[src/rtl/dma4_pkg.sv]
package dma4_pkg;

    typedef enum logic [1:0] {
        STEP_INC = 2'd0,
        STEP_DEC = 2'd1,
        STEP_FIX = 2'd2,
        STEP_RLD = 2'd3
    } step_e;

    typedef enum logic [1:0] {
        TRIG_NOW = 2'd0,
        TRIG_VBL = 2'd1,
        TRIG_HBL = 2'd2,
        TRIG_RSV = 2'd3
    } trig_e;

    typedef enum logic [1:0] {
        SEL_SRC = 2'd0,
        SEL_DST = 2'd1,
        SEL_CNT = 2'd2,
        SEL_CTL = 2'd3
    } sel_e;

    typedef enum logic [1:0] {
        ENG_IDLE = 2'd0,
        ENG_RD   = 2'd1,
        ENG_WR   = 2'd2
    } eng_e;

    // control word, bit 0 is the enable bit (first member is the MSB)
    typedef struct packed {
        logic  irq_en;    // bit 9
        logic  rpt;       // bit 8
        trig_e trig;      // bits 7:6
        step_e dst_step;  // bits 5:4
        step_e src_step;  // bits 3:2
        logic  unit32;    // bit 1
        logic  en;        // bit 0
    } ctrl_t;

endpackage

[src/rtl/dma4_arb.sv]
module dma4_arb #(
    parameter int N  = 4,
    parameter int IW = 2
) (
    input  logic [N-1:0]  req,
    output logic [IW-1:0] idx,
    output logic          vld
);
    // lowest index wins: scan downwards so the last hit is the lowest
    always_comb begin
        idx = '0;
        vld = 1'b0;
        for (int i = N - 1; i >= 0; i--) begin
            if (req[i]) begin
                idx = IW'(i);
                vld = 1'b1;
            end
        end
    end
endmodule

[src/rtl/dma4_chan.sv]
module dma4_chan
    import dma4_pkg::*;
#(
    parameter int ADDR_W      = 28,
    parameter int CNT_FIELD_W = 21,
    parameter int CW          = 22,
    parameter int ZERO_CNT    = 32'h200000,
    parameter logic [ADDR_W-1:0] DST_BASE = '0,
    parameter int START_LAT   = 3
) (
    input  logic              clk,
    input  logic              rst_n,
    input  logic              wr_en,
    input  logic [1:0]        wr_sel,
    input  logic [31:0]       wr_data,
    input  logic              vblank,
    input  logic              hblank,
    input  logic              unit_done,
    output logic              ready,
    output logic [ADDR_W-1:0] cur_src,
    output logic [ADDR_W-1:0] cur_dst,
    output logic              unit32,
    output logic              irq
);
    localparam int DW = $clog2(START_LAT + 1);
    localparam int CBITS = $bits(ctrl_t);

    typedef struct packed {
        logic [ADDR_W-1:0] src, dst, wsrc, wdst;
        logic [CW-1:0]     cnt, wcnt;
        ctrl_t             ctl;
        logic              busy, first, irq;
        logic [DW-1:0]     dly;
    } ch_st_t;

    ch_st_t s_q, s_d;

    logic unused_hi;
    assign unused_hi = ^wr_data[31:ADDR_W];

    function automatic logic [ADDR_W-1:0] adv(input logic [ADDR_W-1:0] a,
                                              input step_e m, input logic w32);
        logic [ADDR_W-1:0] sz;
        sz = w32 ? ADDR_W'(4) : ADDR_W'(2);
        case (m)
            STEP_DEC: adv = a - sz;
            STEP_FIX: adv = a;
            default:  adv = a + sz;
        endcase
    endfunction

    logic [ADDR_W-1:0] amask, wval;
    logic [CNT_FIELD_W-1:0] cfield;
    ctrl_t nc;
    logic blank_hit;

    assign amask   = s_q.ctl.unit32 ? ~ADDR_W'(3) : ~ADDR_W'(1);
    assign cur_src = s_q.first ? (s_q.wsrc & amask) : s_q.wsrc;
    assign cur_dst = s_q.first ? (s_q.wdst & amask) : s_q.wdst;
    assign unit32  = s_q.ctl.unit32;
    assign ready   = s_q.ctl.en && s_q.busy && (s_q.dly == '0);
    assign irq     = s_q.irq;
    assign wval    = wr_data[ADDR_W-1:0] & ~ADDR_W'(1);
    assign cfield  = wr_data[CNT_FIELD_W-1:0];
    assign nc      = ctrl_t'(wr_data[CBITS-1:0]);
    assign blank_hit = s_q.ctl.en && !s_q.busy &&
                       ((vblank && s_q.ctl.trig == TRIG_VBL) ||
                        (hblank && s_q.ctl.trig == TRIG_HBL));

    always_comb begin
        s_d     = s_q;
        s_d.irq = 1'b0;
        if (s_q.dly != '0) s_d.dly = s_q.dly - DW'(1);

        if (unit_done) begin
            s_d.wsrc  = adv(cur_src, s_q.ctl.src_step, s_q.ctl.unit32);
            s_d.wdst  = adv(cur_dst, s_q.ctl.dst_step, s_q.ctl.unit32);
            s_d.wcnt  = s_q.wcnt - CW'(1);
            s_d.first = 1'b0;
            if (s_q.wcnt == CW'(1)) begin
                s_d.busy = 1'b0;
                if (!s_q.ctl.rpt || s_q.ctl.trig == TRIG_NOW) s_d.ctl.en = 1'b0;
                if (s_q.ctl.dst_step == STEP_RLD) s_d.wdst = s_q.dst;
                s_d.irq = s_q.ctl.irq_en;
            end
        end

        if (blank_hit) begin
            s_d.wcnt  = s_q.cnt;
            s_d.busy  = 1'b1;
            s_d.first = 1'b1;
            s_d.dly   = DW'(START_LAT - 1);
        end

        if (wr_en) begin
            case (sel_e'(wr_sel))
                SEL_SRC: s_d.src = wval;
                SEL_DST: if (wval >= DST_BASE) s_d.dst = wval;
                SEL_CNT: s_d.cnt = (cfield == '0) ? CW'(ZERO_CNT) : CW'(cfield);
                default: begin
                    s_d.ctl = nc;
                    if (!s_q.ctl.en && nc.en) begin
                        s_d.wsrc  = s_q.src;
                        s_d.wdst  = s_q.dst;
                        s_d.first = 1'b1;
                        s_d.busy  = 1'b0;
                        if (nc.trig == TRIG_NOW) begin
                            s_d.wcnt = s_q.cnt;
                            s_d.busy = 1'b1;
                            s_d.dly  = DW'(START_LAT - 1);
                        end
                    end
                end
            endcase
        end
    end

    always_ff @(posedge clk or negedge rst_n) begin
        if (!rst_n) s_q <= '0;
        else        s_q <= s_d;
    end


    last_unit_idle_chk: assert property (@(posedge clk) disable iff (!rst_n)
        (unit_done && s_q.wcnt == CW'(1) && !wr_en) |=> !s_q.busy);

    irq_pulse_chk: assert property (@(posedge clk) disable iff (!rst_n)
        irq |=> !irq);

    done_when_armed_chk: assert property (@(posedge clk) disable iff (!rst_n)
        unit_done |-> s_q.busy);
endmodule

[src/rtl/dma4_engine.sv]
module dma4_engine
    import dma4_pkg::*;
#(
    parameter int NCH       = 4,
    parameter int ADDR_W    = 28,
    parameter bit NARROW    = 1'b0,
    parameter logic [ADDR_W-1:0] DST_BASE = 28'h2000000,
    parameter int START_LAT = 3,
    localparam int CHW      = $clog2(NCH)
) (
    input  logic              clk,
    input  logic              rst_n,
    input  logic              cfg_we,
    input  logic [CHW-1:0]    cfg_ch,
    input  logic [1:0]        cfg_sel,
    input  logic [31:0]       cfg_wdata,
    input  logic              vblank_pulse,
    input  logic              hblank_pulse,
    input  logic              ext_hold,
    output logic              bus_req,
    output logic              bus_we,
    output logic              bus_word,
    output logic [ADDR_W-1:0] bus_addr,
    output logic [31:0]       bus_wdata,
    input  logic [31:0]       bus_rdata,
    input  logic              bus_ready,
    output logic [NCH-1:0]    irq,
    output logic              cpu_stall
);
    localparam int CNT_FIELD_W = NARROW ? 16 : 21;
    localparam int CW          = CNT_FIELD_W + 1;

    typedef struct packed {
        eng_e              st;
        logic [CHW-1:0]    ch;
        logic [ADDR_W-1:0] sa, da;
        logic              w32;
        logic [31:0]       data;
    } eng_t;

    eng_t e_q, e_d;

    logic [NCH-1:0]    rdy, u32, done_vec;
    logic [ADDR_W-1:0] csrc [NCH];
    logic [ADDR_W-1:0] cdst [NCH];
    logic [CHW-1:0]    gidx;
    logic              gvld;

    for (genvar i = 0; i < NCH; i++) begin : g_ch
        localparam int ZC = NARROW ? ((i == NCH - 1) ? 32'h10000 : 32'h4000) : 32'h200000;
        dma4_chan #(
            .ADDR_W(ADDR_W), .CNT_FIELD_W(CNT_FIELD_W), .CW(CW),
            .ZERO_CNT(ZC), .DST_BASE(DST_BASE), .START_LAT(START_LAT)
        ) u_ch (
            .clk(clk), .rst_n(rst_n),
            .wr_en(cfg_we && cfg_ch == CHW'(i)),
            .wr_sel(cfg_sel), .wr_data(cfg_wdata),
            .vblank(vblank_pulse), .hblank(hblank_pulse),
            .unit_done(done_vec[i]),
            .ready(rdy[i]), .cur_src(csrc[i]), .cur_dst(cdst[i]),
            .unit32(u32[i]), .irq(irq[i])
        );
    end

    dma4_arb #(.N(NCH), .IW(CHW)) u_arb (.req(rdy), .idx(gidx), .vld(gvld));

    always_comb begin
        e_d      = e_q;
        done_vec = '0;
        case (e_q.st)
            ENG_IDLE: if (gvld && !ext_hold) begin
                e_d.st  = ENG_RD;
                e_d.ch  = gidx;
                e_d.sa  = csrc[gidx];
                e_d.da  = cdst[gidx];
                e_d.w32 = u32[gidx];
            end
            ENG_RD: if (bus_ready) begin
                e_d.data = bus_rdata;
                e_d.st   = ENG_WR;
            end
            ENG_WR: if (bus_ready) begin
                e_d.st = ENG_IDLE;
                done_vec[e_q.ch] = 1'b1;
            end
            default: e_d.st = ENG_IDLE;
        endcase
    end

    always_ff @(posedge clk or negedge rst_n) begin
        if (!rst_n) e_q <= '0;
        else        e_q <= e_d;
    end

    assign bus_req   = (e_q.st != ENG_IDLE);
    assign bus_we    = (e_q.st == ENG_WR);
    assign bus_word  = e_q.w32;
    assign bus_addr  = (e_q.st == ENG_WR) ? e_q.da : e_q.sa;
    assign bus_wdata = e_q.w32 ? e_q.data : {16'h0, e_q.data[15:0]};
    assign cpu_stall = bus_req || (|rdy && !ext_hold);


    phase_hold_chk: assert property (@(posedge clk) disable iff (!rst_n)
        (bus_req && !bus_ready) |=> (bus_req && $stable(bus_addr) && $stable(bus_we)));

    read_then_write_chk: assert property (@(posedge clk) disable iff (!rst_n)
        $rose(bus_we) |-> ($past(bus_req) && !$past(bus_we)));

    hold_blocks_chk: assert property (@(posedge clk) disable iff (!rst_n)
        (ext_hold && !bus_req) |=> !bus_req);
endmodule

[config.mk]
export PLATFORM = sky130hd
export DESIGN_NAME = dma4_engine
export DESIGN_NICKNAME = d
export VERILOG_FILES = /design/src/rtl/dma4_pkg.sv /design/src/rtl/dma4_arb.sv /design/src/rtl/dma4_chan.sv /design/src/rtl/dma4_engine.sv
export SDC_FILE = /design/constraint.sdc
export NUM_CORES = 2
export LEC_CHECK = 0
export BUFFER_PORTS_ARGS = -buffer_cell sky130_fd_sc_hd__buf_2
export CAP_MARGIN = 20
export CORE_MARGIN = 2
export CORE_UTILIZATION = 41
export DETAILED_ROUTE_END_ITERATION = 10
export GPL_ROUTABILITY_DRIVEN = 0
export GPL_TIMING_DRIVEN = 0
export SYNTH_ARGS = -nofsm -noshare
export SYNTH_HDL_FRONTEND = slang
export SYNTH_SLANG_ARGS = --single-unit
[constraint.sdc]
create_clock -name clk -period 4.2 [get_ports clk]
set_clock_uncertainty 0.2 [all_clocks]
set_input_delay 0 -clock clk [delete_from_list [all_inputs] [get_ports clk]]
set_output_delay 0 -clock clk [all_outputs]
set_load 0.01 [all_outputs]
==> metrics.md <==
| Metric | Value |
|---|---|
| Outcome | `finished with violations` |
| Failing checks | `setup timing` |
| Syn Inst Count | `5325` |
| HP Start | `cfg_we` |
| Fmax | `232 MHz` |
| Row count | `123` |
| Worst flop-to-flop path endpoint | `e_q[49]` |
| Inserted Clock Buffers | `88` |
| Critical Path Slowest Stage Cell | `buf_1` |
| Slew headroom | `18.5%` |
| First-pass GRT wire length | `267 mm` |
| Reg2Reg Depth | `10` |
| Total wire length | `180 mm` |
| Leak | `23.3 nW` |
| Critical Path AT | `4.69 ns` |
| Synth Register Bits | `769` |
| Power Density | `638 mW/mm^2` |
| Crit. End Element | `flip-flop` |
| Final worst slack | `-0.106 ns` |
| Hold endpoint | `g_ch[0].u_ch.s_q[39]` |
| Worst ir drop on vdd | `322 uV` |
| Area leader, netlist | `dfrtp_1` |
| Worst hold path class | `input pin to flip-flop` |
| Non-Filler Instances | `7269` |
| Iteration-0 DRC Markers | `5016` |
| Synth area leaders | `dfrtp_1 41%, mux2_2 9.6%, a21oi_1 5.1%, nor2_1 4.9%, nand2_1 4.8%` |
| HPWL after detailed placement | `130 mm` |
| Area grow syn2layout | `16.3%` |
| Total gr overflow | `0` |
| Worst slew pin tran | `1.22 ns` |
| Die area | `0.116 sq mm` |
| Core footprint | `0.112 sq mm` |
| Vias in the first global route | `41100` |
| Share of layout cells above drive strength 1 | `15.4%` |
| Crit-path max FO | `10` |
| Via/cell ratio | `6.04` |
| Worst skew pair latency | `0.68 ns` |
| WP data required | `4.59 ns` |
| Post-synth EDFFs | `0` |
| Drt wl/cell | `24.8 microns` |
| Placed Area | `0.0496 sq mm` |
| Most used cell along the critical path | `o21ai_0` |
| Num Clock Sinks | `769` |
| Largest net degree at the start of global routing | `109` |
| Port buffer count | `137` |
| Vias | `43900` |
| Width of the chip | `341 microns` |
| Crit-path cells | `nand2_1 > nor3_1 > a31oi_1 > nor2b_1 > buf_1 > clkbuf_2 > nor2_1 > a21oi_1 > o21ai_0 > o21ai_0` |
| FF+latch area | `0.0192 sq mm` |
| Initial Util | `41.4%` |
| Fill cells | `10800` |
| Hold Fails Final Rpt | `0` |
| Synthesized area | `0.0465 sq mm` |
| Top_reg_cell synth | `dfrtp_1` |
| Syn. warnings | `0` |
| Worst-path clk slew | `0.06 ns` |
| CTS Root Cell | `clkbuf_16` |
| Nets | `5916` |
| I/O Pins | `143` |
| Crit path kind | `flip-flop to flip-flop` |
| CP Launch Type | `flip-flop` |
| Post-synthesis sequential area ratio | `41.4%` |
| Clk buf depth | `3` |
| Final hold slack | `0.0354 ns` |
| Total power | `0.0345 W` |
| Post-Syn Area per Cell | `8.74 sq um` |
| CTS tree | `built` |
| Async SR Flop Fraction | `100%` |
| Footprint of the multi-input gates | `0.0259 sq mm` |
| FF-to-FF Start | `g_ch[1].u_ch.s_q[5]` |
| Utilization after layout | `48.1%` |
| Total Routing Usage GR | `30.4%` |
| DRC | `0` |
| Number of max-cap violations | `0` |
| CP peak stage delay | `0.82 ns` |
| Endpoints failing setup | `4` |
| Unrepaired setup endpoints after global routing | `yes` |
| Worst reg2reg setup slack | `-0.11 ns` |
| Final instance area | `0.0541 sq mm` |
| Final period util | `103%` |
| Die height | `341 microns` |
| Min Tclk post-route | `4.31 ns` |
| Initial antenna violation count | `19` |
| Post-synth top area share | `41.4%` |
| Syn Nets | `5540` |
| Yosys cell types | `88` |
| WHS Path Cells | `5` |
| Dpl cells | `6986` |
| Max-slew violation count | `0` |
| H-tree depth | `3` |
| Initial DRT Pass Iterations | `7` |
| Final ANT Viol Nets | `0` |
-- critical path, delay by kind of cell, from the launching register on --
family                 cells  cell delay [ns]
buffers and inverters      2             1.37
and+or+nand+nor            4             0.53
AOI/OAI and AO/OA          4             1.68
DFF                        1             0.41
-- synthesized netlist by cell type (18+ instances only) --
cell type	count
a21o_1	82
and2_1	34
or4_1	32
nor4_1	58
buf_4	21
o22a_1	28
o21a_1	40
a31oi_1	58
clkbuf_1	340
nor3_1	120
o31ai_1	19
mux2_2	397
o211ai_1	27
or3_1	42
nand3_1	161
inv_1	69
a32oi_1	20
nand2b_1	38
a21oi_1	472
nand2_1	596
xnor2_1	124
dfrtp_1	769
and3_1	54
nor2b_1	45
nand4_1	49
nor2_1	603
mux2i_1	24
ha_1	140
buf_1	27
a22oi_1	18
o22ai_1	60
xor2_1	77
o21ai_0	390
o21ai_1	58
-- cell type report --
| class | instances | area share (%) |
|---|---|---|
| inverter | 76 | 0.534 |
| tap | 1500 | 3.47 |
| clock inverter | 29 | 0.596 |
| antenna | 6 | 0.0277 |
| sequential | 769 | 35.6 |
| clock buffer | 123 | 4.59 |
| timing repair buffer | 297 | 4.54 |
| buffer | 377 | 2.89 |
| multi-input combinational | 4091 | 47.8 |
| timing repair inverter | 1 | 0.00925 |
-- power by group --
part / switching, W / total (W) / internal (W)
sequential: 0.00197 / 0.0118 / 0.00978
combinational: 0.00938 / 0.0151 / 0.00576
clock: 0.00328 / 0.00766 / 0.00437
-- worst max path at each step --
stage,start,to,depth (start not counted)
after detailed placement,g_ch[1].u_ch.s_q[9],g_ch[1].u_ch.s_q[79],16
after global routing,g_ch[0].u_ch.s_q[9],g_ch[0].u_ch.s_q[82],15
after global placement,rst_n,g_ch[3].u_ch.s_q[27],1
after CTS,g_ch[1].u_ch.s_q[5],bus_word,9
after floorplan,g_ch[3].u_ch.s_q[10],g_ch[3].u_ch.s_q[85],18
final,g_ch[1].u_ch.s_q[5],e_q[49],10
-- sequential cells by signal (all words and copies together), names as in the netlist --
| name | flops |
|---|---|
| bus_word | 1 |
| e_q | 92 |
| g_ch.u_ch.irq | 4 |
| g_ch.u_ch.s_q | 668 |
| g_ch.u_ch.unit32 | 4 |
-- what timing repair did --
item | in CTS | in global routing
gates cloned | 1 | 0
setup buffers | 9 | 20
endpoints found under the hold margin | 719 | 0
pin swaps | 7 | 13
endpoints found under the setup margin | 119 | 94
gates resized for setup | 67 | 62
hold buffers | 106 | 0
-- cell families (layout without fill, tap and decap cells) --
logic type,after synthesis,in the layout,share of synthesized area (%)
xor+xnor,201,201,3.78
fa+ha+maj,140,140,3.77
flops,769,769,41.4
other cells,0,6,0
buf+inv,465,903,3.92
mux,421,421,10.1
compound gates,1420,1420,18.2
simple gates,1909,1909,18.8
-- metrics by stage --
step                      setup WS [ns]  setup TNS [ns]
final                            -0.106          -0.338
after global routing            -0.0315         -0.0538
after CTS                       0.00918               0
after detailed placement          -1.46          -51.38
after global placement           -14.01               -
after floorplan                 -0.0741         -0.0741
-- layout by cell type, fill, tap and decap left out, types with 54 or more instances in the layout --
cell	count
clkbuf_16	88
o22ai_1	56
a31oi_1	57
a21oi_1	463
nor2_1	597
mux2_2	397
ha_1	140
dfrtp_1	766
buf_2	138
o21ai_1	58
a21o_1	82
and3_1	54
nand3_1	160
o21ai_0	386
clkbuf_1	315
buf_4	59
xnor2_1	124
inv_1	68
xor2_1	77
nand2_1	595
dlygate4sd3_1	105
nor3_1	112
-- per-layer routing --
metal  part of all wire [%]  up-vias  global-route usage [%]  wire, microns
met5                  0.065        -                       0            118
met2                     43     2291                    45.5          77000
met1                     41    21300                    41.1          74300
met3                     10      500                    7.35          18400
li1                       -    19800                       -              -
met4                    5.8       20                    15.0          10500
(Power assumes the default switching activity.)
